--- src/rtl/ipchg_pkg.sv ---
package ipchg_pkg;
  localparam int unsigned IPCHG_MON_W  = 4;
  localparam int unsigned IPCHG_PIN_W  = 7;
  localparam int unsigned IPCHG_DIV    = 96;
  localparam int unsigned IPCHG_STAGES = 2;

  function automatic int unsigned cw_of(input int unsigned n);
    return (n <= 2) ? 1 : $clog2(n);
  endfunction
endpackage

--- src/rtl/ipchg_rst_sync.sv ---
module ipchg_rst_sync (
  input  logic clk,
  input  logic rst_n,
  output logic rst_core_n
);
  logic [1:0] rs_q;
  logic [1:0] rs_d;

  always_comb begin
    rs_d = {rs_q[0], 1'b1};
  end

  always_ff @(posedge clk or negedge rst_n) begin
    if (!rst_n) rs_q <= 2'b00;
    else        rs_q <= rs_d;
  end

  assign rst_core_n = rs_q[1];
endmodule

--- src/rtl/ipchg_sync.sv ---
module ipchg_sync #(
  parameter int unsigned W      = 7,
  parameter int unsigned STAGES = 2
) (
  input  logic         clk,
  input  logic         rst_n,
  input  logic [W-1:0] d_i,
  output logic [W-1:0] q_o
);
  logic [STAGES-1:0][W-1:0] st_q;
  logic [STAGES-1:0][W-1:0] st_d;

  for (genvar s = 0; s < STAGES; s++) begin : g_stage
    if (s == 0) begin : g_first
      always_comb st_d[s] = d_i;
    end else begin : g_next
      always_comb st_d[s] = st_q[s-1];
    end
    always_ff @(posedge clk or negedge rst_n) begin
      if (!rst_n) st_q[s] <= '0;
      else        st_q[s] <= st_d[s];
    end
  end

  assign q_o = st_q[STAGES-1];

  assert_sync_follow_R7: assert property (@(posedge clk) disable iff (!rst_n)
    1'b1 |=> (st_q[0] == $past(d_i)));
endmodule

--- src/rtl/ipchg_strobe_gen.sv ---
module ipchg_strobe_gen #(
  parameter int unsigned DIV = 96
) (
  input  logic clk,
  input  logic rst_n,
  output logic strobe_o
);
  localparam int unsigned CW = ipchg_pkg::cw_of(DIV);
  localparam logic [CW-1:0] LAST = CW'(DIV - 1);

  logic [CW-1:0] cnt_q;
  logic [CW-1:0] cnt_d;
  logic          hit;

  always_comb begin
    hit   = (cnt_q == LAST);
    cnt_d = hit ? '0 : cnt_q + 1'b1;
  end

  always_ff @(posedge clk or negedge rst_n) begin
    if (!rst_n) cnt_q <= '0;
    else        cnt_q <= cnt_d;
  end

  assign strobe_o = hit;

  assert_strobe_isolated_R1: assert property (@(posedge clk) disable iff (!rst_n)
    strobe_o |=> !strobe_o);
  assert_strobe_cnt_range_R1: assert property (@(posedge clk) disable iff (!rst_n)
    cnt_q <= LAST);
  assert_strobe_wrap_R1: assert property (@(posedge clk) disable iff (!rst_n)
    strobe_o |=> (cnt_q == '0));
endmodule

--- src/rtl/ipchg_filter.sv ---
module ipchg_filter #(
  parameter int unsigned N      = 4,
  parameter int unsigned SETTLE = 3
) (
  input  logic         clk,
  input  logic         rst_n,
  input  logic         strobe_i,
  input  logic [N-1:0] sync_i,
  output logic [N-1:0] level_o,
  output logic [N-1:0] accept_o
);
  localparam int unsigned IW = ipchg_pkg::cw_of(SETTLE + 1);
  localparam logic [IW-1:0] READY_AT = IW'(SETTLE);

  logic [IW-1:0] init_q, init_d;
  logic [N-1:0]  samp_q, samp_d;
  logic [N-1:0]  filt_q, filt_d;
  logic [N-1:0]  acc;
  logic          ready;

  assign ready = (init_q == READY_AT);

  for (genvar k = 0; k < N; k++) begin : g_acc
    always_comb begin
      acc[k] = ready && strobe_i &&
               (sync_i[k] == samp_q[k]) && (sync_i[k] != filt_q[k]);
    end
  end

  always_comb begin
    init_d = ready ? init_q : init_q + 1'b1;
    samp_d = samp_q;
    filt_d = filt_q;
    if (!ready) begin
      samp_d = sync_i;
      filt_d = sync_i;
    end else if (strobe_i) begin
      samp_d = sync_i;
      filt_d = filt_q ^ acc;
    end
  end

  always_ff @(posedge clk or negedge rst_n) begin
    if (!rst_n) begin
      init_q <= '0;
      samp_q <= '0;
      filt_q <= '0;
    end else begin
      init_q <= init_d;
      samp_q <= samp_d;
      filt_q <= filt_d;
    end
  end

  assign level_o  = filt_q;
  assign accept_o = acc;

  assert_filt_hold_off_strobe_R2: assert property (@(posedge clk) disable iff (!rst_n)
    (ready && !strobe_i) |=> $stable(filt_q));
  assert_single_sample_ignored_R2: assert property (@(posedge clk) disable iff (!rst_n)
    (ready && strobe_i && (sync_i != samp_q) && (sync_i == ~samp_q)) |=> $stable(filt_q));
  assert_accept_only_ready_R8: assert property (@(posedge clk) disable iff (!rst_n)
    !ready |-> (accept_o == '0));
  assert_accept_on_strobe_R1: assert property (@(posedge clk) disable iff (!rst_n)
    (accept_o != '0) |-> strobe_i);
endmodule

--- src/rtl/ipchg_delta.sv ---
module ipchg_delta #(
  parameter int unsigned N = 4
) (
  input  logic         clk,
  input  logic         rst_n,
  input  logic [N-1:0] accept_i,
  input  logic         clr_i,
  input  logic [N-1:0] mask_i,
  output logic [N-1:0] delta_o,
  output logic         irq_o
);
  logic [N-1:0] delta_q;
  logic [N-1:0] delta_d;

  for (genvar k = 0; k < N; k++) begin : g_flag
    always_comb begin
      delta_d[k] = accept_i[k] | (delta_q[k] & ~clr_i);
    end
  end

  always_ff @(posedge clk or negedge rst_n) begin
    if (!rst_n) delta_q <= '0;
    else        delta_q <= delta_d;
  end

  assign delta_o = delta_q;
  assign irq_o   = |(delta_q & mask_i);

  assert_delta_sticky_R3: assert property (@(posedge clk) disable iff (!rst_n)
    !clr_i |=> ((delta_q & $past(delta_q)) == $past(delta_q)));
  assert_read_clears_R4: assert property (@(posedge clk) disable iff (!rst_n)
    clr_i |=> ((delta_q & ~$past(accept_i)) == '0));
  assert_clash_kept_R5: assert property (@(posedge clk) disable iff (!rst_n)
    (clr_i && (accept_i != '0)) |=> ((delta_q & $past(accept_i)) == $past(accept_i)));
  assert_irq_quiet_R6: assert property (@(posedge clk) disable iff (!rst_n)
    (delta_q == '0) |-> !irq_o);
endmodule

--- src/rtl/ipchg_detector.sv ---
module ipchg_detector #(
  parameter int unsigned PIN_W      = ipchg_pkg::IPCHG_PIN_W,
  parameter int unsigned MON_W      = ipchg_pkg::IPCHG_MON_W,
  parameter int unsigned STROBE_DIV = ipchg_pkg::IPCHG_DIV,
  parameter int unsigned SYNC_STG   = ipchg_pkg::IPCHG_STAGES
) (
  input  logic               clk,
  input  logic               rst_n,
  input  logic [PIN_W-1:0]   pin_i,
  input  logic [MON_W-1:0]   irq_mask_i,
  input  logic               chg_rd_i,
  output logic [2*MON_W-1:0] chg_data_o,
  output logic [PIN_W:0]     port_data_o,
  output logic               irq_o
);
  localparam int unsigned SETTLE = SYNC_STG + 1;

  logic             rst_core_n;
  logic [PIN_W-1:0] pin_sync;
  logic             strobe;
  logic [MON_W-1:0] level;
  logic [MON_W-1:0] accept;
  logic [MON_W-1:0] delta;

  ipchg_rst_sync u_rst (
    .clk        (clk),
    .rst_n      (rst_n),
    .rst_core_n (rst_core_n)
  );

  ipchg_sync #(.W(PIN_W), .STAGES(SYNC_STG)) u_sync (
    .clk   (clk),
    .rst_n (rst_core_n),
    .d_i   (pin_i),
    .q_o   (pin_sync)
  );

  ipchg_strobe_gen #(.DIV(STROBE_DIV)) u_strobe (
    .clk      (clk),
    .rst_n    (rst_core_n),
    .strobe_o (strobe)
  );

  ipchg_filter #(.N(MON_W), .SETTLE(SETTLE)) u_filter (
    .clk      (clk),
    .rst_n    (rst_core_n),
    .strobe_i (strobe),
    .sync_i   (pin_sync[MON_W-1:0]),
    .level_o  (level),
    .accept_o (accept)
  );

  ipchg_delta #(.N(MON_W)) u_delta (
    .clk      (clk),
    .rst_n    (rst_core_n),
    .accept_i (accept),
    .clr_i    (chg_rd_i),
    .mask_i   (irq_mask_i),
    .delta_o  (delta),
    .irq_o    (irq_o)
  );

  assign chg_data_o  = {delta, level};
  assign port_data_o = {1'b1, pin_sync};

  assert_port_top_one_R7: assert property (@(posedge clk) disable iff (!rst_core_n)
    port_data_o[PIN_W]);
  assert_reset_no_irq_R8: assert property (@(posedge clk) disable iff (!rst_core_n)
    $rose(rst_core_n) |-> !irq_o);
endmodule

--- config.mk ---
export PLATFORM = sky130hd
export DESIGN_NAME = ipchg_detector
export DESIGN_NICKNAME = d
export VERILOG_FILES = /design/src/rtl/ipchg_pkg.sv /design/src/rtl/ipchg_rst_sync.sv /design/src/rtl/ipchg_sync.sv /design/src/rtl/ipchg_strobe_gen.sv /design/src/rtl/ipchg_filter.sv /design/src/rtl/ipchg_delta.sv /design/src/rtl/ipchg_detector.sv
export SDC_FILE = /design/constraint.sdc
export NUM_CORES = 1
export LEC_CHECK = 0
export BUFFER_PORTS_ARGS = -buffer_cell sky130_fd_sc_hd__clkbuf_2
export CAP_MARGIN = 30
export CORE_AREA = 2 2 60 62
export CTS_BUF_LIST = sky130_fd_sc_hd__clkbuf_8
export CTS_CLUSTER_DIAMETER = 200
export DETAILED_ROUTE_END_ITERATION = 7
export DIE_AREA = 0 0 62 64
export PLACE_DENSITY = 0.68
export SKIP_LAST_GASP = 1
export SLEW_MARGIN = 40
export SYNTH_ARGS = -nofsm -noshare
export SYNTH_HDL_FRONTEND = slang
export SYNTH_SLANG_ARGS = --single-unit
--- constraint.sdc ---
create_clock -name clk -period 1.1 [get_ports clk]
set_input_delay 0.22 -clock clk [delete_from_list [all_inputs] [get_ports clk]]
set_output_delay 0.22 -clock clk [all_outputs]
set_load 0.1 [all_outputs]
# Word-level counts from Yosys, hierarchy flattened
# Cells that the tools add are included.
# word_totals
ff_bits	37
output_inout_bits	17
# op_classes
n_reduce_logical	10
mux	5
bitwise	11
eq_ne	11
n_addsub	2
# op_table
operator	n
two-way mux 4 bit	4
logical AND 1 bit	9
adder 7 x 1 -> 7 bit (second input constant)	1
equality test 7 bit (second input constant)	1
two-way mux 7 bit	1
bitwise AND 1 bit	4
bitwise AND 4 bit	1
equality test 1 bit	4
inequality test 1 bit	4
OR 1 bit	4
OR reduction 4 bit	1
bitwise XOR 4 bit	1
adder 2 x 1 -> 2 bit (second input constant)	1
equality test 2 bit (second input constant)	1
inequality test 2 x 1 -> 1 bit (second input constant)	1
inverter 1 bit	1

# Longest topological paths before layout
# Gate-level depths: netlist (run 1).
# depth
ltp_word	7
mapped_depth	5
ltp_nobuf	4

# By module
# Synthesis (run 1) repeated with hierarchy kept, for this count alone.
# hier_totals
hier_cells	112
area_unflattened_um2	1440.1
# by_module_without_submodules
mod	n_inst	cells_per_inst	area_per_inst_um2
ipchg_filter	1	56	563.0
ipchg_sync	1	14	350.3
ipchg_strobe_gen	1	25	307.8
ipchg_delta	1	12	153.9
ipchg_rst_sync	1	3	53.8
ipchg_detector	1	2	11.3

# Worst setup path before layout (run 1)
# OpenSTA, ideal clock, no wires.
# synth_path
path_kind	register to output
startpoint	register u_delta.delta_q[2], in the netlist u_delta.delta_o[2]
endpoint	output port irq_o
arrival_ns	1.809
path_slack_ns	-0.929
path_stages_with_launch	3
required_ns	0.880
n_path_buf	0
cell_sequence	dfrtp_1 a22oi_1 nand2_1
# synth_between
elab_chain_cells	2
# synth_rtl
item	line	source
from (decl)	ipchg_delta.sv:12	logic [N-1:0] delta_q;
from (signal assigned)	ipchg_delta.sv:23	else delta_q <= delta_d;
bitwise AND 4 bit	ipchg_delta.sv:27	assign irq_o = |(delta_q & mask_i);
OR reduction 4 bit	ipchg_delta.sv:27	
to (decl)	ipchg_detector.sv:14	output logic irq_o
# Every way passes these cells.

# Final worst setup path (run 1)
# Ends and elaborated chain as after synthesis.

==> results.txt, run 1 <==
The number of instances in the synthesized netlist came out at 107. The sequential cell area fraction in the yosys report came out at 0.651. The checks that failed: negative setup slack. The die width is 62 um. The routability congestion estimate from global placement is 0.848.

The area growth from synthesis to layout is 69.6%. The via count of the first global-routing pass came out at 1,173. The source-to-sink clock delay at the later pin of the worst-skew pair is 0.29 ns. Timing analysis after detailed placement gives a worst setup slack of -0.312 ns. The via count of the routed design is 1,097. In this run the cell area of the synthesized design comes to 1420 um2. Of the total synthesized cell area, the portion taken by full adders, half adders and majority gates is 0.0176. The path with the worst hold slack has its endpoint at u_sync.st_d[7]$_DFF_PN0_.

The depth of the worst register-to-register path came out at 5. The number of routed nets with antenna violations came out at 0. The leakage power of the design came out at 1.07 nW. The maximum operating frequency is 0.691 GHz. The pin count of the biggest net entering global routing is 21. The H-tree depth reported by CTS is 2. The final hold violation count is 0. Across all setup checks in the final design, the least slack found is -0.347 ns. The flow ran to the end, but the final reports show violations.

In this run the worst hold path is classified as in2reg. STA classifies the critical path endpoint as a primary output. The half-perimeter wire length of the detailed placement result is 1950 um. The initial antenna violation count is 0.

The root buffer cell is clkbuf_8. The final setup violation count came out at 30. The number of nets at the end of the flow came out at 190. The floorplan step set the die height to 64 um. The total area inside the core boundary comes to 3280 um2. Clock tree synthesis inserted a total of 5 buffers.

In this run the most critical hold path is launched from pin_i[0]. The setup path with the least slack is of type reg2out. The minimum clock period came out at 1.45 ns. The main combinational cell family by area after synthesis is simple AND/OR/NAND/NOR gates. The number of pins exceeding their max-slew limit in the final report is 0. The worst ir drop on vdd came out at 1030 uV. The portion of the clock cycle consumed by the worst path in the final layout came out at 1.32. The simple logic cell fraction of the synthesized area came out at 0.120. The number of maximum-capacitance violations came out at 0. The average wire length per cell after detail routing came out at 15.1 um. Power spread over the standard cell area amounts to 1210 nW/um2.

The wire length of the first global-routing pass is 5410 um. The port buffer count is 29. After global routing the overflow that remains totals 0.

Setup repair after global routing could not meet its margin everywhere. CTS saw 37 sinks. The required time at the endpoint of the critical path came out at 0.88 ns. Measured against the total synthesized area, the mux share comes to 0.0396. The clock passes through at most 2 buffers. For the worst setup path, the data arrival time is 1.23 ns. The xor and xnor area share after synthesis is 0.0246. The Yosys warning count is 0. In this run the register-to-register setup slack is -0.33 ns.

The largest clock skew in the final design is 0.0108 ns. The count of standard-cell rows is 21. A synthesized cell averages 13.3 um2. The TritonCTS clock tree is built. The detailed-routing iteration count for the pre-antenna-repair pass is 4. The synthesized-area fraction occupied by ao, oa, aoi and oai cells is 0.120. The worst setup path is launched from a register.

In the final layout, the share of cells above drive strength 1 is 0.623. Across every metal layer, demand over resource in global routing totals 0.189. The depth of the worst hold-timing path came out at 1. The repair_antennas step left the layout with diodes totalling 0.

The count of different cell masters after synthesis is 30. After detailed routing, the number of vias per cell comes to 4.96. In this run the critical register-to-register path is launched from u_strobe.cnt_q[1]$_DFF_PN0_. The total wire length is 3330 um. The share of the core filled with cells came out at 0.734.

The number of design-rule violations left by the first detailed-router iteration came out at 38. The largest fanout on the critical path is 2. The minimum hold slack is 0.0284 ns.

For this configuration, the core starts out at a cell density of 0.433. The top-level port count is 31. The number of synthesized register bits came out at 37.

The number of remaining DRC errors came out at 0. The clock transition at the register clock pins on the worst setup and hold paths after CTS is 0.08 ns. The floorplan step defined a die boundary enclosing 3970 um2. The number of fillers in the final layout is 211.
## through the flow
stage,setup TNS (ns),cells,total power (W),cell area [um2]
4_1_cts,-5.80,217,0.00293,2330
2_1_floorplan,-2.70,108,0.00172,1540
3_3_place_gp,-3.18,198,0.00188,2080
5_1_grt,-6.97,221,0.00304,2410
3_5_place_dp,-3.81,198,0.00188,2080
6_report,-5.77,221,0.00293,2410
## layer usage
metal | wire length (um) | up-vias | track usage
li1 | - | 515 | -
met1 | 1450 | 543 | 0.246
met2 | 1690 | 34 | 0.288
met3 | 142 | 5 | 0.0506
met4 | 42 | 0 | 0.0878
met5 | 0 | - | 0
## placed cells by master, fill, tap and decap left out, types with 2 or more instances in the layout
master and count:
nand2_2 2, inv_1 2, mux2_4 4, o32a_1 3, conb_1 2, nor2b_1 3
nand2b_1 6, a32o_1 4, nor2_1 3, buf_6 10, o31a_1 3, clkbuf_2 13
dfrtp_2 9, clkbuf_8 7, buf_4 22, xor2_1 2, a22oi_2 2, ha_4 2
nand2_1 4, dfrtp_1 21, nor3_2 2, nand3_1 3, dfrtp_4 7, buf_12 17
o22ai_1 4
## cell usage after synthesis, drive strengths merged
library cell	n	area [um2]
or3	1	6.26
o311a	1	10.0
o31a	3	26.3
nand2b	7	43.8
nor2b	3	18.8
nand4	1	12.5
conb	1	3.75
nand3	3	15.0
nand2	7	26.3
nor4	1	6.26
nor2	4	22.5
a32o	4	40.0
a22oi	2	15.0
ha	2	25.0
xor2	2	17.5
inv	2	7.51
clkbuf	1	3.75
dfrtp	37	926
xnor2	2	17.5
mux2	5	56.3
buf	3	23.8
o22ai	4	25.0
nor3	4	20.0
o21ai	3	18.8
a21oi	1	5.00
o32a	3	30.0
## report_power, final
part / internal (W) / total (W) / switching (W)
clock: 0.000566 / 0.00104 / 0.000471
sequential: 0.00141 / 0.00146 / 0.0000466
combinational: 0.000164 / 0.000430 / 0.000266
total: 0.00214 / 0.00293 / 0.000784
## final cells by class
class / instances / area, um2 / area share
Clock inverter: 1 / 5.00 / 0.00207
Tap cell: 46 / 57.6 / 0.0239
Timing Repair Buffer: 63 / 693 / 0.287
Sequential cell: 37 / 963 / 0.399
Multi-Input combinational cell: 65 / 589 / 0.244
Clock buffer: 7 / 96.3 / 0.0399
Inverter: 2 / 7.51 / 0.00311
## how the worst max path moves through the flow
stage                     endpoint                    startpoint
after floorplan           register   u_strobe.cnt_q[0]$_DFF_PN0_
after global placement    register   u_strobe.cnt_q[1]$_DFF_PN0_
after detailed placement  register   u_strobe.cnt_q[1]$_DFF_PN0_
after CTS                    irq_o  u_delta.delta_o[2]$_DFF_PN0_
after global routing      register   u_strobe.cnt_q[1]$_DFF_PN0_
final                        irq_o  u_delta.delta_o[2]$_DFF_PN0_
## cells by family (layout without fill, tap and decap cells)
logic type | Yosys count | count (layout)
XOR/XNOR | 4 | 4
multiplexers | 5 | 5
AND/OR/NAND/NOR | 31 | 31
buffers and inverters | 6 | 73
flip-flops | 37 | 37
AO/OA/AOI/OAI | 21 | 21
other | 1 | 2
adder cells (fa/ha/maj) | 2 | 2
## critical path: stages, from the launching register on
cell and delay (ns):
dfrtp_4 0.48, a22oi_2 0.21, nand2_4 0.07, buf_12 0.17
## timing repair
action / 4_1_cts / 5_1_grt
endpoints found under the setup margin: 30 / 33
hold buffers: 1 / 0
gates cloned: 0 / 0
hold endpoints to repair: 2 / 0
buffers inserted: 10 / 5
pin swaps: 10 / 4
gates resized for setup: 17 / 11
(Power assumes the default switching activity.)
==> inputs of run 2 (changes only) <==
--- a/config.mk
+++ b/config.mk
@@ -7,12 +7,12 @@
 export LEC_CHECK = 0
 export BUFFER_PORTS_ARGS = -buffer_cell sky130_fd_sc_hd__clkbuf_2
 export CAP_MARGIN = 30
-export CORE_AREA = 2 2 60 62
+export CORE_AREA = 2 2 46 80
 export CTS_BUF_LIST = sky130_fd_sc_hd__clkbuf_8
 export CTS_CLUSTER_DIAMETER = 200
 export DETAILED_ROUTE_END_ITERATION = 7
-export DIE_AREA = 0 0 62 64
-export PLACE_DENSITY = 0.68
+export DIE_AREA = 0 0 48 82
+export PLACE_DENSITY = 0.79
 export SKIP_LAST_GASP = 1
 export SLEW_MARGIN = 40
 export SYNTH_ARGS = -nofsm -noshare
==> run 2 against run 1 <==
  * The flow still finishes with violations (negative setup slack)
  * Utilization grew 2.3 points
  * Critical path type unchanged
  * Worst hold slack gained 0.0088 ns
  * Clock-buffer cell count shrank 2
  * Highest routed layer unchanged
  * Maximum frequency shrank 0.79%
  * Power grew 12%
  * Largest cell class unchanged
==> results.txt, run 2 (same netlist as run 1, synthesis figures left out) <==
The flow ran to the end, but the final reports show violations. The checks that failed: negative setup slack. The vertical extent of the die came out at 82 um. For this design the ratio of total power to cell area is 1300 nW/um2. The maximum operating frequency came out at 0.686 GHz. The die width came out at 48 um. The worst hold path begins at pin_i[2].

The depth of the worst register-to-register path came out at 4. STA classifies the critical path endpoint as a primary output. In the final routed layout, each cell accounts on average for 16.0 um. The floorplan has 28 rows. In the final timing run, aggregate negative setup slack is -6.04 ns. The number of placed instances, taps included, is 200. In the post-route analysis, the smallest setup slack over all paths is -0.358 ns. The overall power came out at 0.00329 W. During I/O placement, the number of pins put on the boundary was 31. The final hold violation count is 0. Across every metal layer, demand over resource in global routing totals 0.216. The H-tree depth reported by CTS is 2.

The clock transition at the register clock pins on the worst setup and hold paths after CTS is 0.08 ns. Data arrives at the worst endpoint at 1.24 ns. Dividing the detail-routed via count by the number of cells gives 5.21. The number of routed nets with antenna violations is 0.

The leakage power of the design is 1.11 nW. The total placed instance area came out at 2130 um2. The sink count of the clock tree came out at 37. Once layout is done, the placed cells without fillers occupy 2520 um2. The most common cell after layout, fill and taps aside is buf_4. The final route contains 1,172 vias. Routability-driven placement finished with a final weighted congestion of 0.843.

The global-route congestion overflow total came out at 0. At the worst endpoint, the required time is 0.88 ns. The path with the worst hold slack has its endpoint at u_sync.st_d[9]$_DFF_PN0_.

The number of fillers in the final layout came out at 198. TritonCTS built the clock tree. Entering global routing, the biggest net connects 24 pins. The count of buffers added on input and output ports is 29.

The number of nets at the end of the flow came out at 195. Before antenna repair, the detailed router went through 4 iterations. The origin of the critical flop-to-flop path is u_strobe.cnt_q[1]$_DFF_PN0_.

The tool flagged a number of max-cap violations equal to 0. The number of pins exceeding their max-slew limit in the final report is 0. The source-to-sink clock delay at the later pin of the worst-skew pair came out at 0.29 ns. Setup violations remaining at the end of the flow were counted as 30. Setup repair after global routing could not meet its margin everywhere. STA classifies the critical path startpoint as a register.

The number of standard cells in the layout, taps in and fillers out came out at 225. The number of remaining DRC errors is 0. The minimum clock period is 1.46 ns. The first global-routing pass estimated 5760 um of wire. The growth of design area from synthesis to finish came out at 77.3%. The effective utilization at floorplan is 0.427. The initial antenna violation count is 0.

The antenna cell count came out at 0. The via count of the first global-routing pass came out at 1,284. Counting the buffers created by CTS gives 5. The tree is rooted in a clkbuf_8.

In the final layout, the share of cells above drive strength 1 is 0.639. The largest clock skew in the final design came out at 0.0116 ns. The depth of the worst hold-timing path is 1.

The half-perimeter wire length of the detailed placement result came out at 2420 um. The first routing iteration left 29 violations. The total wire length is 3600 um.

VDD sags by at most 2550 uV. The minimum hold slack came out at 0.0372 ns. The area of the die came out at 3940 um2. In this run the worst hold path is classified as in2reg. The portion of the clock cycle consumed by the worst path in the final layout is 1.33. For flop-to-flop paths, the worst setup slack is -0.33 ns. The endpoint identified for the worst register-to-register timing path is u_filter.samp_q[3]$_DFFE_PN0P_. The largest fanout on the critical path came out at 2. Leaving out fill and tap cells, the most frequent cells in the layout are buf_4, dfrtp_1, buf_12. After floorplanning, the core was sized to cover 3330 um2.

The buffer depth of the longest clock path is 2. The critical path in this run is classified as reg2out.
[run 2: cell count changes in the layout (fill, tap and decap cells not counted), moves of 2 or more]
| cell | change |
|---|---|
| buf_6 | +2 |
| bufinv_16 | +2 |
| clkbuf_8 | -2 |
| buf_12 | +2 |
[run 2: per-stage QoR]
stage,setup slack [ns],utilization
after CTS,-0.366,0.740
final,-0.358,0.758
after detailed placement,-0.396,0.640
after global routing,-0.392,0.758
after floorplan,-0.247,-
after global placement,-0.309,0.640
[run 2: critical path, stage by stage (launching register included)]
cell	delay, ns
dfrtp_4	0.48
a22oi_2	0.22
nand2_4	0.08
buf_12	0.17
[run 2: cell type report]
class / count / area [um2] / share of cell area
Clock buffer: 5 / 68.8 / 0.0273
Timing Repair Buffer: 68 / 763 / 0.303
Multi-Input combinational cell: 65 / 598 / 0.237
Sequential cell: 37 / 963 / 0.382
Clock inverter: 3 / 65.1 / 0.0258
Tap cell: 45 / 56.3 / 0.0223
Inverter: 2 / 7.51 / 0.00298
[run 2: where the power goes]
part	internal (W)	switching (W)	leakage [nW]
Combinational	0.000183	0.000268	0.620
Sequential	0.00141	0.0000501	0.424
Clock	0.000900	0.000475	0.0681
[run 2: worst max-delay path by stage]
stage | startpoint | to | slack, ns | cells past startpoint
floorplan | u_strobe.cnt_q[0]$_DFF_PN0_ | register | -0.25 | 5
global placement | u_strobe.cnt_q[1]$_DFF_PN0_ | u_filter.samp_q[1]$_DFFE_PN0P_ | -0.31 | 4
detailed placement | u_strobe.cnt_q[1]$_DFF_PN0_ | register | -0.40 | 5
CTS | u_strobe.cnt_q[1]$_DFF_PN0_ | u_filter.samp_q[3]$_DFFE_PN0P_ | -0.37 | 4
global route | u_strobe.cnt_q[1]$_DFF_PN0_ | u_filter.samp_q[3]$_DFFE_PN0P_ | -0.39 | 4
finish | u_delta.delta_o[2]$_DFF_PN0_ | irq_o | -0.36 | 3
[run 2: repair_timing]
action | 4_1_cts | 5_1_grt
endpoints found under the setup margin | 33 | 33
setup buffers | 14 | 6
hold buffers | 1 | 0
pin swaps | 9 | 6
hold endpoints to repair | 2 | 0
gates resized for setup | 23 | 8
[run 2: metal layers]
| layer | GRT usage | vias up | share of wire |
|---|---|---|---|
| met5 | 0 | - | 0 |
| met4 | 0.143 | 0 | 0.034 |
| met3 | 0.0615 | 13 | 0.038 |
| met2 | 0.363 | 50 | 0.58 |
| met1 | 0.217 | 586 | 0.35 |
| li1 | - | 523 | - |
==> inputs of run 3 (changes only) <==
--- a/config.mk
+++ b/config.mk
@@ -7,11 +7,11 @@
 export LEC_CHECK = 0
 export BUFFER_PORTS_ARGS = -buffer_cell sky130_fd_sc_hd__clkbuf_2
 export CAP_MARGIN = 30
-export CORE_AREA = 2 2 46 80
+export CORE_AREA = 4 4 48 82
 export CTS_BUF_LIST = sky130_fd_sc_hd__clkbuf_8
 export CTS_CLUSTER_DIAMETER = 200
 export DETAILED_ROUTE_END_ITERATION = 7
-export DIE_AREA = 0 0 48 82
+export DIE_AREA = 0 0 52 86
 export PLACE_DENSITY = 0.79
 export SKIP_LAST_GASP = 1
 export SLEW_MARGIN = 40
==> run 3 against run 2 <==
  * Routed wire length decreased by 3.3%
  * Power decreased by 15%
  * Sequential power about the same
  * The run still ends with negative setup slack left
  * Register-to-register slack improved by 0.07 ns
  * Via count decreased by 3.4%
  * Highest routed layer unchanged
==> results.txt, run 3 (same netlist as run 1, synthesis figures left out) <==
The flow ran to the end, but the final reports show violations. The checks that failed: negative setup slack. The largest individual stage delay along the critical path comes from the cell dfrtp_4.

The largest clock skew in the final design came out at 0.00747 ns. The clock transition at the register clock pins on the worst setup and hold paths after CTS came out at 0.07 ns. The wire length of the first global-routing pass is 5910 um. The minimum clock period is 1.43 ns.

Before CTS, the worst setup slack after placement is -0.312 ns. The signal on the critical path passes through a22oi_2, nand2_4, buf_12. The initial antenna violation count is 0. The floorplan step set the die height to 86 um. The share of the core filled with cells is 0.722.

The number of maximum-capacitance violations came out at 0. The final route contains 1,132 vias. The antenna cell count is 0.

Broken down by cell family, the worst path's largest delay share belongs to flip-flops. The biggest cell delay along the critical path is 0.48 ns. 31 I/O pins were placed. The routability congestion estimate from global placement came out at 0.827.

The H-tree depth reported by CTS is 2. In this run the most critical hold path is launched from pin_i[0]. The half-perimeter wire length of the detailed placement result is 2460 um. The via count of the first global-routing pass is 1,291.

The origin of the critical flop-to-flop path is u_strobe.cnt_q[0]$_DFF_PN0_. Setup repair after global routing could not meet its margin everywhere. The number of design-rule violations left by the first detailed-router iteration came out at 39. The share of final-layout standard cells stronger than drive strength 1 is 0.606. The number of nets at the end of the flow is 191. The internal reg-to-reg setup slack came out at -0.26 ns. The core footprint came out at 3330 um2. Of the available clock period, the critical path in the final layout requires 1.30.

TritonCTS built the clock tree. The via-per-instance ratio came out at 5.15. The number of pins exceeding their max-slew limit in the final report came to 0. The tree built by TritonCTS fans out to 37 sinks. In the layout the commonest cells are buf_4, dfrtp_1, buf_12. The first detailed-routing pass took 4 iterations. In the routed design, unresolved DRC markers number 0.

Leaving out fill and tap cells, the most frequent cell in the layout is buf_4. The number of routed nets with antenna violations is 0. VDD sags by at most 1170 uV.

The required time at the endpoint of the critical path is 0.88 ns. The worst register-to-register path ends at u_filter.samp_q[3]$_DFFE_PN0P_. The area of the die came out at 4470 um2. Along the worst path, the maximum fanout reaches 2.

The path with the worst hold slack has its endpoint at u_sync.st_d[7]$_DFF_PN0_. The number of clock buffers inserted by TritonCTS came out at 5. The cell area after layout came out at 2400 um2. The total track usage is 0.182.

The total placed instance area came out at 2120 um2. The final hold violation count is 0. The global-route congestion overflow total came out at 0. The minimum hold slack came out at 0.0449 ns.

The clock passes through at most 2 buffers. The number of buffers and inverters on the critical path is 1. The root buffer cell is clkbuf_8.

The worst path arrival time came out at 1.21 ns. The pin count of the biggest net entering global routing is 26. The count of standard-cell rows is 28. The depth of the worst hold-timing path came out at 1. The final setup violation count came out at 27. The maximum operating frequency came out at 0.697 GHz. STA classifies the critical path endpoint as a primary output. The die width is 52 um. The number of fillers in the final layout is 220. The critical path is of the reg2out type. The startpoint kind of the worst setup timing path is a register.

From synthesis to final layout, the design area changed by 68.9%. Measured in cells, the most critical reg-to-reg path has a length of 4. The effective utilization at floorplan is 0.427. The port buffer count is 29. The analysis attributes to cell leakage a power of 1.06 nW. In the final routed layout, each cell accounts on average for 15.8 um. The source-to-sink clock delay at the later pin of the worst-skew pair came out at 0.28 ns. The final worst setup slack is -0.334 ns.

The power per cell area is 1170 nW/um2. The total wire length is 3490 um. The kind of path behind the tightest hold check is in2reg.
-- run 3: worst max path at each step --
stage,startpoint,endpoint,slack (ns),cells past startpoint
3_5_place_dp,u_strobe.cnt_q[1]$_DFF_PN0_,register,-0.31,5
5_1_grt,u_delta.delta_o[2]$_DFF_PN0_,irq_o,-0.36,3
6_report,u_delta.delta_o[0]$_DFF_PN0_,irq_o,-0.33,3
4_1_cts,u_delta.delta_o[2]$_DFF_PN0_,irq_o,-0.34,3
2_1_floorplan,u_strobe.cnt_q[0]$_DFF_PN0_,register,-0.25,5
3_3_place_gp,u_strobe.cnt_q[1]$_DFF_PN0_,u_filter.samp_q[2]$_DFFE_PN0P_,-0.23,4
-- run 3: worst reg2reg max path, cell delays in order, from the launching register on --
cell	delay, ns
dfrtp_1	0.39
ha_4	0.17
nand4_4	0.11
o21ai_4	0.26
mux2_4	0.33
-- run 3: per-stage QoR --
| stage | setup TNS, ns | cells | power [W] |
|---|---|---|---|
| final | -4.90 | 220 | 0.00280 |
| after global routing | -6.33 | 220 | 0.00291 |
| after CTS | -4.86 | 219 | 0.00283 |
| after detailed placement | -3.34 | 201 | 0.00189 |
| after global placement | -2.61 | 201 | 0.00188 |
| after floorplan | -2.70 | 108 | 0.00172 |
-- run 3: routing by layer --
| metal | GRT usage | up-vias | wire [um] |
|---|---|---|---|
| met3 | 0.0504 | 14 | 195 |
| li1 | - | 514 | - |
| met5 | 0 | - | 0 |
| met2 | 0.331 | 46 | 2050 |
| met1 | 0.176 | 558 | 1100 |
| met4 | 0.100 | 0 | 138 |
-- run 3: area by class of cell --
type	count	area (um2)	area share
clock inverters	1	3.75	0.00156
well taps	45	56.3	0.0234
inverters	2	7.51	0.00313
clock buffers	6	82.6	0.0344
repair buffers	64	709	0.295
multi-input cells	65	579	0.241
flip-flops and latches	37	963	0.401
-- run 3: report_power, final --
| group | internal [W] | switching, W |
|---|---|---|
| Sequential | 0.00142 | 0.0000487 |
| Clock | 0.000487 | 0.000410 |
| Combinational | 0.000175 | 0.000263 |
-- run 3: timing repair --
action,CTS,global route
setup buffers,12,4
gates resized for setup,17,8
hold buffers,1,0
setup endpoints to repair,31,33
pin swaps,13,8
hold endpoints to repair,2,0
